`config.mk`:
```
export PLATFORM = sky130hd
export DESIGN_NAME = wfe_sev_ctrl
export DESIGN_NICKNAME = d
export VERILOG_FILES = /design/src/rtl/evt_ctrl_pkg.sv /design/src/rtl/sev_fanout.sv /design/src/rtl/core_evt_slice.sv /design/src/rtl/wfe_sev_ctrl.sv
export SDC_FILE = /design/constraint.sdc
export NUM_CORES = 1
export LEC_CHECK = 0
export BUFFER_PORTS_ARGS = -buffer_cell sky130_fd_sc_hd__clkbuf_2
export CELL_PAD_IN_SITES_DETAIL_PLACEMENT = 2
export CELL_PAD_IN_SITES_GLOBAL_PLACEMENT = 2
export CORE_MARGIN = 2
export CORE_UTILIZATION = 17
export DETAILED_ROUTE_END_ITERATION = 7
export GPL_TIMING_DRIVEN = 0
export PLACE_DENSITY = 0.72
export SLEW_MARGIN = 40
export SYNTH_ARGS = -nofsm -noshare
export SYNTH_HDL_FRONTEND = slang
export SYNTH_HIERARCHICAL = 1
export SYNTH_SLANG_ARGS = --single-unit
```
`constraint.sdc`:
```
create_clock -name clk -period 1.6 [get_ports clk]
set_input_delay 0.32 -clock clk [delete_from_list [all_inputs] [get_ports clk]]
set_output_delay 0.32 -clock clk [all_outputs]
set_load 0.01 [all_outputs]
```
`src/rtl/evt_ctrl_pkg.sv`:
```
`timescale 1ns/1ps
package evt_ctrl_pkg;

    typedef enum logic {
        CORE_AWAKE  = 1'b0,
        CORE_ASLEEP = 1'b1
    } core_state_e;

    // Per-core request bundle presented to a core slice each cycle.
    typedef struct packed {
        logic wfe;        // WFE executed
        logic wfe_ok;     // its condition check passed
        logic sev_own;    // this core issued SEV
        logic sev_remote; // some other core issued SEV
        logic irq_pend;   // unmasked interrupt pending
        logic exc;        // exception entry
        logic ack;        // event interrupt taken
    } core_req_t;

    // Any cause that forces the mailbox to one.
    function automatic logic mbox_force(input core_req_t r);
        return r.sev_own | r.exc | r.ack | (r.wfe & ~r.wfe_ok);
    endfunction

endpackage

```
`src/rtl/sev_fanout.sv`:
```
`timescale 1ns/1ps
module sev_fanout #(
    parameter int N_CORES = 4
) (
    input  logic [N_CORES-1:0] sev,
    output logic [N_CORES-1:0] remote
);
    localparam logic [N_CORES-1:0] BIT0 = N_CORES'(1);

    for (genvar g = 0; g < N_CORES; g++) begin : g_core
        assign remote[g] = |(sev & ~(BIT0 << g));
    end
endmodule

```
`src/rtl/core_evt_slice.sv`:
```
`timescale 1ns/1ps
module core_evt_slice
    import evt_ctrl_pkg::*;
(
    input  logic      clk,
    input  logic      rst,
    input  core_req_t req,
    output logic      mbox_o,
    output logic      asleep_o,
    output logic      pend_o,
    output logic      wake_o
);
    logic        mbox_q, mbox_d;
    logic        pend_q, pend_d;
    core_state_e st_q, st_d;
    logic        post, sleep_go, wake_now;

    always_comb begin
        post     = req.sev_remote & ~mbox_q;
        sleep_go = req.wfe & req.wfe_ok & ~mbox_q & ~req.irq_pend;
        wake_now = pend_q | post | req.irq_pend;

        if (mbox_force(req))
            mbox_d = 1'b1;
        else if (req.wfe & req.wfe_ok & mbox_q)
            mbox_d = 1'b0;
        else
            mbox_d = mbox_q;

        pend_d = (pend_q & ~req.ack) | post;

        if (wake_now)
            st_d = CORE_AWAKE;
        else if (sleep_go)
            st_d = CORE_ASLEEP;
        else
            st_d = st_q;
    end

    always_ff @(posedge clk) begin
        if (rst) begin
            mbox_q <= 1'b0;
            pend_q <= 1'b0;
            st_q   <= CORE_AWAKE;
        end else begin
            mbox_q <= mbox_d;
            pend_q <= pend_d;
            st_q   <= st_d;
        end
    end

    assign mbox_o   = mbox_q;
    assign pend_o   = pend_q;
    assign asleep_o = (st_q == CORE_ASLEEP);
    assign wake_o   = (st_q == CORE_ASLEEP) & wake_now;
endmodule

```
`src/rtl/wfe_sev_ctrl.sv`:
```
`timescale 1ns/1ps
module wfe_sev_ctrl
    import evt_ctrl_pkg::*;
#(
    parameter int N_CORES = 4
) (
    input  logic               clk,
    input  logic               rst,
    input  logic [N_CORES-1:0] wfe_pulse,
    input  logic [N_CORES-1:0] wfe_cond_ok,
    input  logic [N_CORES-1:0] sev_pulse,
    input  logic [N_CORES-1:0] irq_pending,
    input  logic [N_CORES-1:0] exc_entry,
    input  logic [N_CORES-1:0] evt_ack,
    output logic [N_CORES-1:0] sleeping,
    output logic [N_CORES-1:0] wake,
    output logic [N_CORES-1:0] evt_irq
);
    logic [N_CORES-1:0] sev_remote;
    logic [N_CORES-1:0] mbox_vec;

    sev_fanout #(.N_CORES(N_CORES)) u_fanout (
        .sev    (sev_pulse),
        .remote (sev_remote)
    );

    for (genvar c = 0; c < N_CORES; c++) begin : g_slice
        core_req_t req;
        always_comb begin
            req.wfe        = wfe_pulse[c];
            req.wfe_ok     = wfe_cond_ok[c];
            req.sev_own    = sev_pulse[c];
            req.sev_remote = sev_remote[c];
            req.irq_pend   = irq_pending[c];
            req.exc        = exc_entry[c];
            req.ack        = evt_ack[c];
        end

        core_evt_slice u_slice (
            .clk      (clk),
            .rst      (rst),
            .req      (req),
            .mbox_o   (mbox_vec[c]),
            .asleep_o (sleeping[c]),
            .pend_o   (evt_irq[c]),
            .wake_o   (wake[c])
        );
    end
endmodule

```
==> results of run 1 <==
-- synthesized netlist by cell type --
cell type	n	area, µm²
a21oi_1	8	40.0
a31oi_1	4	25.0
and2_1	4	25.0
dfxtp_1	12	240
inv_1	4	15.0
nand2_1	4	15.0
nor2_1	8	30.0
nor2b_1	4	25.0
nor3_1	4	20.0
nor3_2	4	40.0
o21ai_0	4	20.0
or3_1	8	50.1
-- per-layer routing --
metal | vias to the layer above | track usage (%) | part of all wire (%)
met1 | 319 | 13.4 | 43
met2 | 25 | 20.6 | 51
li1 | 329 | - | -
met5 | - | 0 | 0
met4 | 0 | 4.66 | 0
met3 | 0 | 2.13 | 6.2
-- registers in the layout (all words and copies together) (netlist names) --
signal                    flops
g_slice.u_slice/asleep_o      4
g_slice.u_slice/mbox_o        4
g_slice.u_slice/pend_o        4
-- report_power, final --
| part | internal, mW | total, mW | switching (mW) |
|---|---|---|---|
| Clock | 0.138 | 0.238 | 0.0998 |
| Sequential | 0.314 | 0.328 | 0.0149 |
| Combinational | 0.0807 | 0.143 | 0.0626 |
| Total | 0.532 | 0.710 | 0.177 |
-- what timing repair did --
| item | in CTS | in global routing |
|---|---|---|
| endpoints found under the setup margin | 4 | 4 |
| resized for setup | 14 | 19 |
| buffers inserted | 2 | 3 |
| hold endpoints to repair | 0 | 0 |
| pin swaps | 7 | 9 |
-- layout by cell type (no fill, tap or decap) --
| cell | count |
|---|---|
| nor2_1 | 8 |
| or3_1 | 3 |
| dfxtp_1 | 12 |
| nor3_2 | 4 |
| clkbuf_8 | 1 |
| nor3_1 | 4 |
| clkbuf_4 | 3 |
| buf_6 | 5 |
| and2_4 | 4 |
| clkbuf_2 | 29 |
| nand2_1 | 4 |
| a21oi_1 | 8 |
| o21ai_0 | 4 |
| nor2b_4 | 4 |
| inv_1 | 4 |
| or3_4 | 5 |
| buf_4 | 5 |
| buf_8 | 3 |
| a31oi_1 | 4 |
-- cell type report --
class                      instances  share of cell area, %
inverter                           4                   1.52
timing repair buffer              42                   28.8
tap                               44                   5.58
multi-input combinational         52                   36.0
clock buffer                       4                   3.68
sequential                        12                   24.4
-- path summary, 6_finish.rpt --
kind / start / end / slack (ns) / cells past startpoint
worst max-delay path: sev_pulse[1] / wake[3] / -0.28 / 6
worst min-delay path: exc_entry[3] / g_slice[3].u_slice/mbox_o / 0.32 / 3
worst min register to register: g_slice[3].u_slice/pend_o / g_slice[3].u_slice/pend_o / 0.53 / 2
worst max register to register: g_slice[0].u_slice/mbox_o / g_slice[0].u_slice/asleep_o / 0.41 / 4
-- worst max-delay path, delay by kind of cell --
kind | cells | cell delay, ns
simple gates | 4 | 1.03
buf+inv | 2 | 0.21
-- per-stage QoR --
| step | hold WS (ns) | instances | instance area (µm²) | utilization [%] |
|---|---|---|---|---|
| finish | 0.322 | 158 | 986 | 32.3 |
| floorplan | 0.389 | 68 | 556 | - |
| global route | 0.328 | 158 | 986 | 32.3 |
| global placement | 0.496 | 149 | 796 | 26.1 |
| detailed placement | 0.516 | 149 | 796 | 26.1 |
| CTS | 0.314 | 155 | 915 | 30.0 |
-- cell families after synthesis --
kind of cell | count (synthesis) | share of synthesized area, %
and+or+nand+nor | 36 | 37.6
DFF | 12 | 44.0
AOI/OAI and AO/OA | 16 | 15.6
buffers and inverters | 4 | 2.75
==> flow_summary.yaml, run 1 <==
finish:
  diodes: 0
  nNetsFinal: 141
  seq_area_um2: 240
  fill_cells: 370
  multi_input_area_um2: 355
  drive_above_1_share_pct: 55.3
  syn2layout_area_growth_pct: 80.7
yosys:
  ys_ff_latch: 12
  avgSynthCellArea_um2: 8.02
  synth_area_um2: 546
  synth_fp_nets: 94
  yosysSeqAreaShare_pct: 44.0
  synthCells: 68
  synth_warnings: 6
  synthDistinctLibCells: 12
timing:
  max_slew_margin_pct: 79.1
  hold_viol_final: 0
  fin_ws_ns: -0.283
  worst_pin_slew_ns: 0.313
  fin_skew_ns: 0.00291
  setup_viol: 4
  rsz0062_at_grt: "yes"
  finalCriticalPeriod_ns: 1.88
  timing.final.crit_share_pct: 118
  tns_ns: -1.01
  maxClockFrequency_mhz: 531
  final_max_slew_viol_count: 0
worst_hold_path:
  hp-class: "input pin to register"
global_routing:
  grt_usage_pct: 11.5
  grt_antenna_before_repair: 0
  grt_pass1_vias: 684
  grt_max_degree: 13
  grt_pass1_wl_um: 3080
  grt_overflow: 0
routing:
  drc: 0
  drt-initial-drc-count: 8
  vias: 673
  postRouteAntennaNets: 0
  wl_per_cell_um: 12.6
  via_per_inst: 4.26
  firstDrtPassIters: 3
  drt_wl_total_um: 1990
status:
  status: "finished, violations left"
  violations: "negative setup slack"
die:
  core_area_um2: 3050
  die_w_um: 60.6
  design.die.area_um2: 3680
  ioPinCount: 38
  placementRows: 20
  initial_core_util_pct: 17.9
  die_y_um: 60.6
clock_tree:
  clk_pin_slew_worst_paths_ns: 0.08
  cts_tree: "yes"
  cts-root-buf: "clkbuf_4"
  clockBufferDepth: 2
  cts_max_level: 1
  cts_hold_buffers: 0
  cts_made_buffers: 3
  clock_sinks: 12
  insertion_delay_ns: 0.27
worst_setup_path:
  path_class: "input pin to primary output"
  path_cells: "buf_6, or3_4, nor2b_4, or3_4, and2_4, buf_6"
  cp.arrival_ns: 1.56
  startpoint_type: "input pin"
  required_ns: 1.28
  endpoint_kind: "primary output"
  slowest_delay_ns: 0.38
  cp_slowest_cell: "or3_4"
  path_max_fanout: 4
power_and_ir_drop:
  ir_drop_mv: 0.165
  p_per_area_nw_per_um2: 720
  p_total_mw: 0.710
  leakage_nw: 0.475
placement:
  dp.final_hpwl_um: 1570
  pre_cts_ws_ns: -0.325
  gp_congestion: 0.686
  io_buffers: 37
run:
  maxCapViolCount: 0
No activity file was read; power rests on OpenSTA's default activity.
==> inputs of run 2 (changes only) <==
--- a/config.mk
+++ b/config.mk
@@ -13,6 +13,7 @@
 export DETAILED_ROUTE_END_ITERATION = 7
 export GPL_TIMING_DRIVEN = 0
 export PLACE_DENSITY = 0.72
+export RECOVER_POWER = 50
 export SLEW_MARGIN = 40
 export SYNTH_ARGS = -nofsm -noshare
 export SYNTH_HDL_FRONTEND = slang
==> flow_summary.yaml, run 2 (synthesized netlist as in run 1, its figures left out) <==
clock_tree:
  cts_hold_buffers: 0
  insertion_delay_ns: 0.27
  cts_made_buffers: 3
  cts_max_level: 1
  clk_pin_slew_worst_paths_ns: 0.08
  clockBufferDepth: 2
  clock_sinks: 12
  cts_tree: "yes"
  cts-root-buf: "clkbuf_4"
worst_setup_path:
  path_class: "input pin to primary output"
  path_max_fanout: 4
  endpoint_kind: "primary output"
  cp.arrival_ns: 1.56
  crit_cells: 6
  worst-r2r-setup-slack_ns: 0.44
  r2r_start: "g_slice[0].u_slice/mbox_o"
  required_ns: 1.28
  reg2reg_to: "g_slice[0].u_slice/asleep_o"
  path_buf_inv: 2
  startpoint_type: "input pin"
  critical_path.top_delay_family: "simple AND/OR/NAND/NOR gates"
  cp_slowest_cell: "or3_4"
  r2r_cells: 4
  slowest_delay_ns: 0.38
  path_cells: "buf_6, or3_4, nor2b_4, or3_4, and2_4, buf_6"
power_and_ir_drop:
  p_int_mw: 0.527
  power_frac_comb_pct: 19.7
  p_sw_share_pct: 24.9
  p_per_area_nw_per_um2: 729
  p_total_mw: 0.703
  seqPwrFrac_pct: 46.4
  switching_power_mw: 0.175
  leakage_nw: 0.448
  pwr-share-clk_pct: 33.9
  ir_drop_mv: 0.166
status:
  violations: "negative setup slack"
  status: "finished, violations left"
finish:
  nNetsFinal: 141
  final_cell_mix: "clkbuf_2 (29), dfxtp_1 (12), a21oi_1 (8), nor2_1 (8)"
  drive_above_1_share_pct: 52.6
  syn2layout_area_growth_pct: 76.6
  mostFrequentLayoutCell: "clkbuf_2"
  diodes: 0
placement:
  gp_congestion: 0.686
  io_buffers: 37
  dp.final_hpwl_um: 1570
timing:
  timing.final.crit_share_pct: 118
  final_max_slew_viol_count: 0
  max_slew_margin_pct: 79.1
  fin_skew_ns: 0.00237
  setup_viol: 4
  rsz0062_at_grt: "yes"
  tns_ns: -1.03
  hold_viol_final: 0
  finalCriticalPeriod_ns: 1.88
  maxClockFrequency_mhz: 531
  fin_ws_ns: -0.283
  worst_pin_slew_ns: 0.314
global_routing:
  grt_use_met3_pct: 2.13
  grt_max_degree: 13
  grt_overflow: 0
  grt_usage_pct: 11.5
  gr-max-usage-layer: "met2"
  gr-usage-met2_pct: 20.6
  grt_antenna_before_repair: 0
  grt_pass1_vias: 684
  gr-usage-met1_pct: 13.4
  grt_pass1_wl_um: 3080
die:
  placementRows: 20
  core_area_um2: 3050
  die_y_um: 60.6
  ioPinCount: 38
  design.die.area_um2: 3680
  die_w_um: 60.6
  initial_core_util_pct: 17.9
routing:
  postRouteAntennaNets: 0
  vias: 673
  firstDrtPassIters: 3
  drt_wl_total_um: 1980
  wl_per_cell_um: 12.5
  drt-initial-drc-count: 8
  drc: 0
  via_per_inst: 4.26
worst_hold_path:
  holdPathEnd: "g_slice[3].u_slice/mbox_o"
  min_from: "exc_entry[3]"
  hp-class: "input pin to register"
  whs_path_depth: 3
run:
  maxCapViolCount: 0
run 2: tightest hold or removal path, stage by stage:
cell and delay [ns]:
clkbuf_2 0.08, nor3_1 0.04, a21oi_1 0.12
run 2: per-layer routing:
layer,part of all wire (%),up-vias
met5,0,-
met4,0,0
met3,6.2,0
met2,51,25
met1,43,319
li1,-,329
run 2: through the flow:
| stage | util (%) | worst slack [ns] | hold WS (ns) | instances | instance area [µm²] |
|---|---|---|---|---|---|
| 5_1_grt | 31.6 | -0.321 | 0.328 | 158 | 963 |
| 4_1_cts | 30.0 | -0.287 | 0.314 | 155 | 915 |
| 3_5_place_dp | 26.1 | -0.325 | 0.516 | 149 | 796 |
| 6_report | 31.6 | -0.283 | 0.322 | 158 | 963 |
| 2_1_floorplan | - | -0.0210 | 0.389 | 68 | 556 |
| 3_3_place_gp | 26.1 | -0.307 | 0.496 | 149 | 796 |
run 2: how the worst max path moves through the flow:
stage	from	end	slack [ns]
3_5_place_dp	sev_pulse[2]	wake[3]	-0.32
2_1_floorplan	sev_pulse[2]	wake[0]	-0.02
6_report	sev_pulse[1]	wake[3]	-0.28
4_1_cts	sev_pulse[0]	wake[3]	-0.29
5_1_grt	sev_pulse[1]	wake[3]	-0.32
3_3_place_gp	sev_pulse[2]	wake[3]	-0.31
run 2: layout make-up:
| cell class | instances | area, µm² |
|---|---|---|
| Inverter | 4 | 15.0 |
| Clock buffer | 4 | 36.3 |
| Fill cell | 373 | 2090 |
| Sequential cell | 12 | 240 |
| Multi-Input combinational cell | 52 | 333 |
| Timing Repair Buffer | 42 | 284 |
| Tap cell | 44 | 55.1 |
run 2: power groups by stage:
| stage | clock [mW] | sequential [mW] | combinational [mW] |
|---|---|---|---|
| global route | 0.273 | 0.329 | 0.154 |
| global placement | 0 | 0.331 | 0.104 |
| floorplan | 0 | 0.333 | 0.0405 |
| CTS | 0.255 | 0.329 | 0.128 |
| detailed placement | 0 | 0.332 | 0.108 |
| finish | 0.238 | 0.326 | 0.138 |
run 2: repair_timing:
item / CTS / global route
pin swaps: 7 / 9
setup endpoints to repair: 4 / 4
gates resized for setup: 14 / 19
setup buffers: 2 / 3
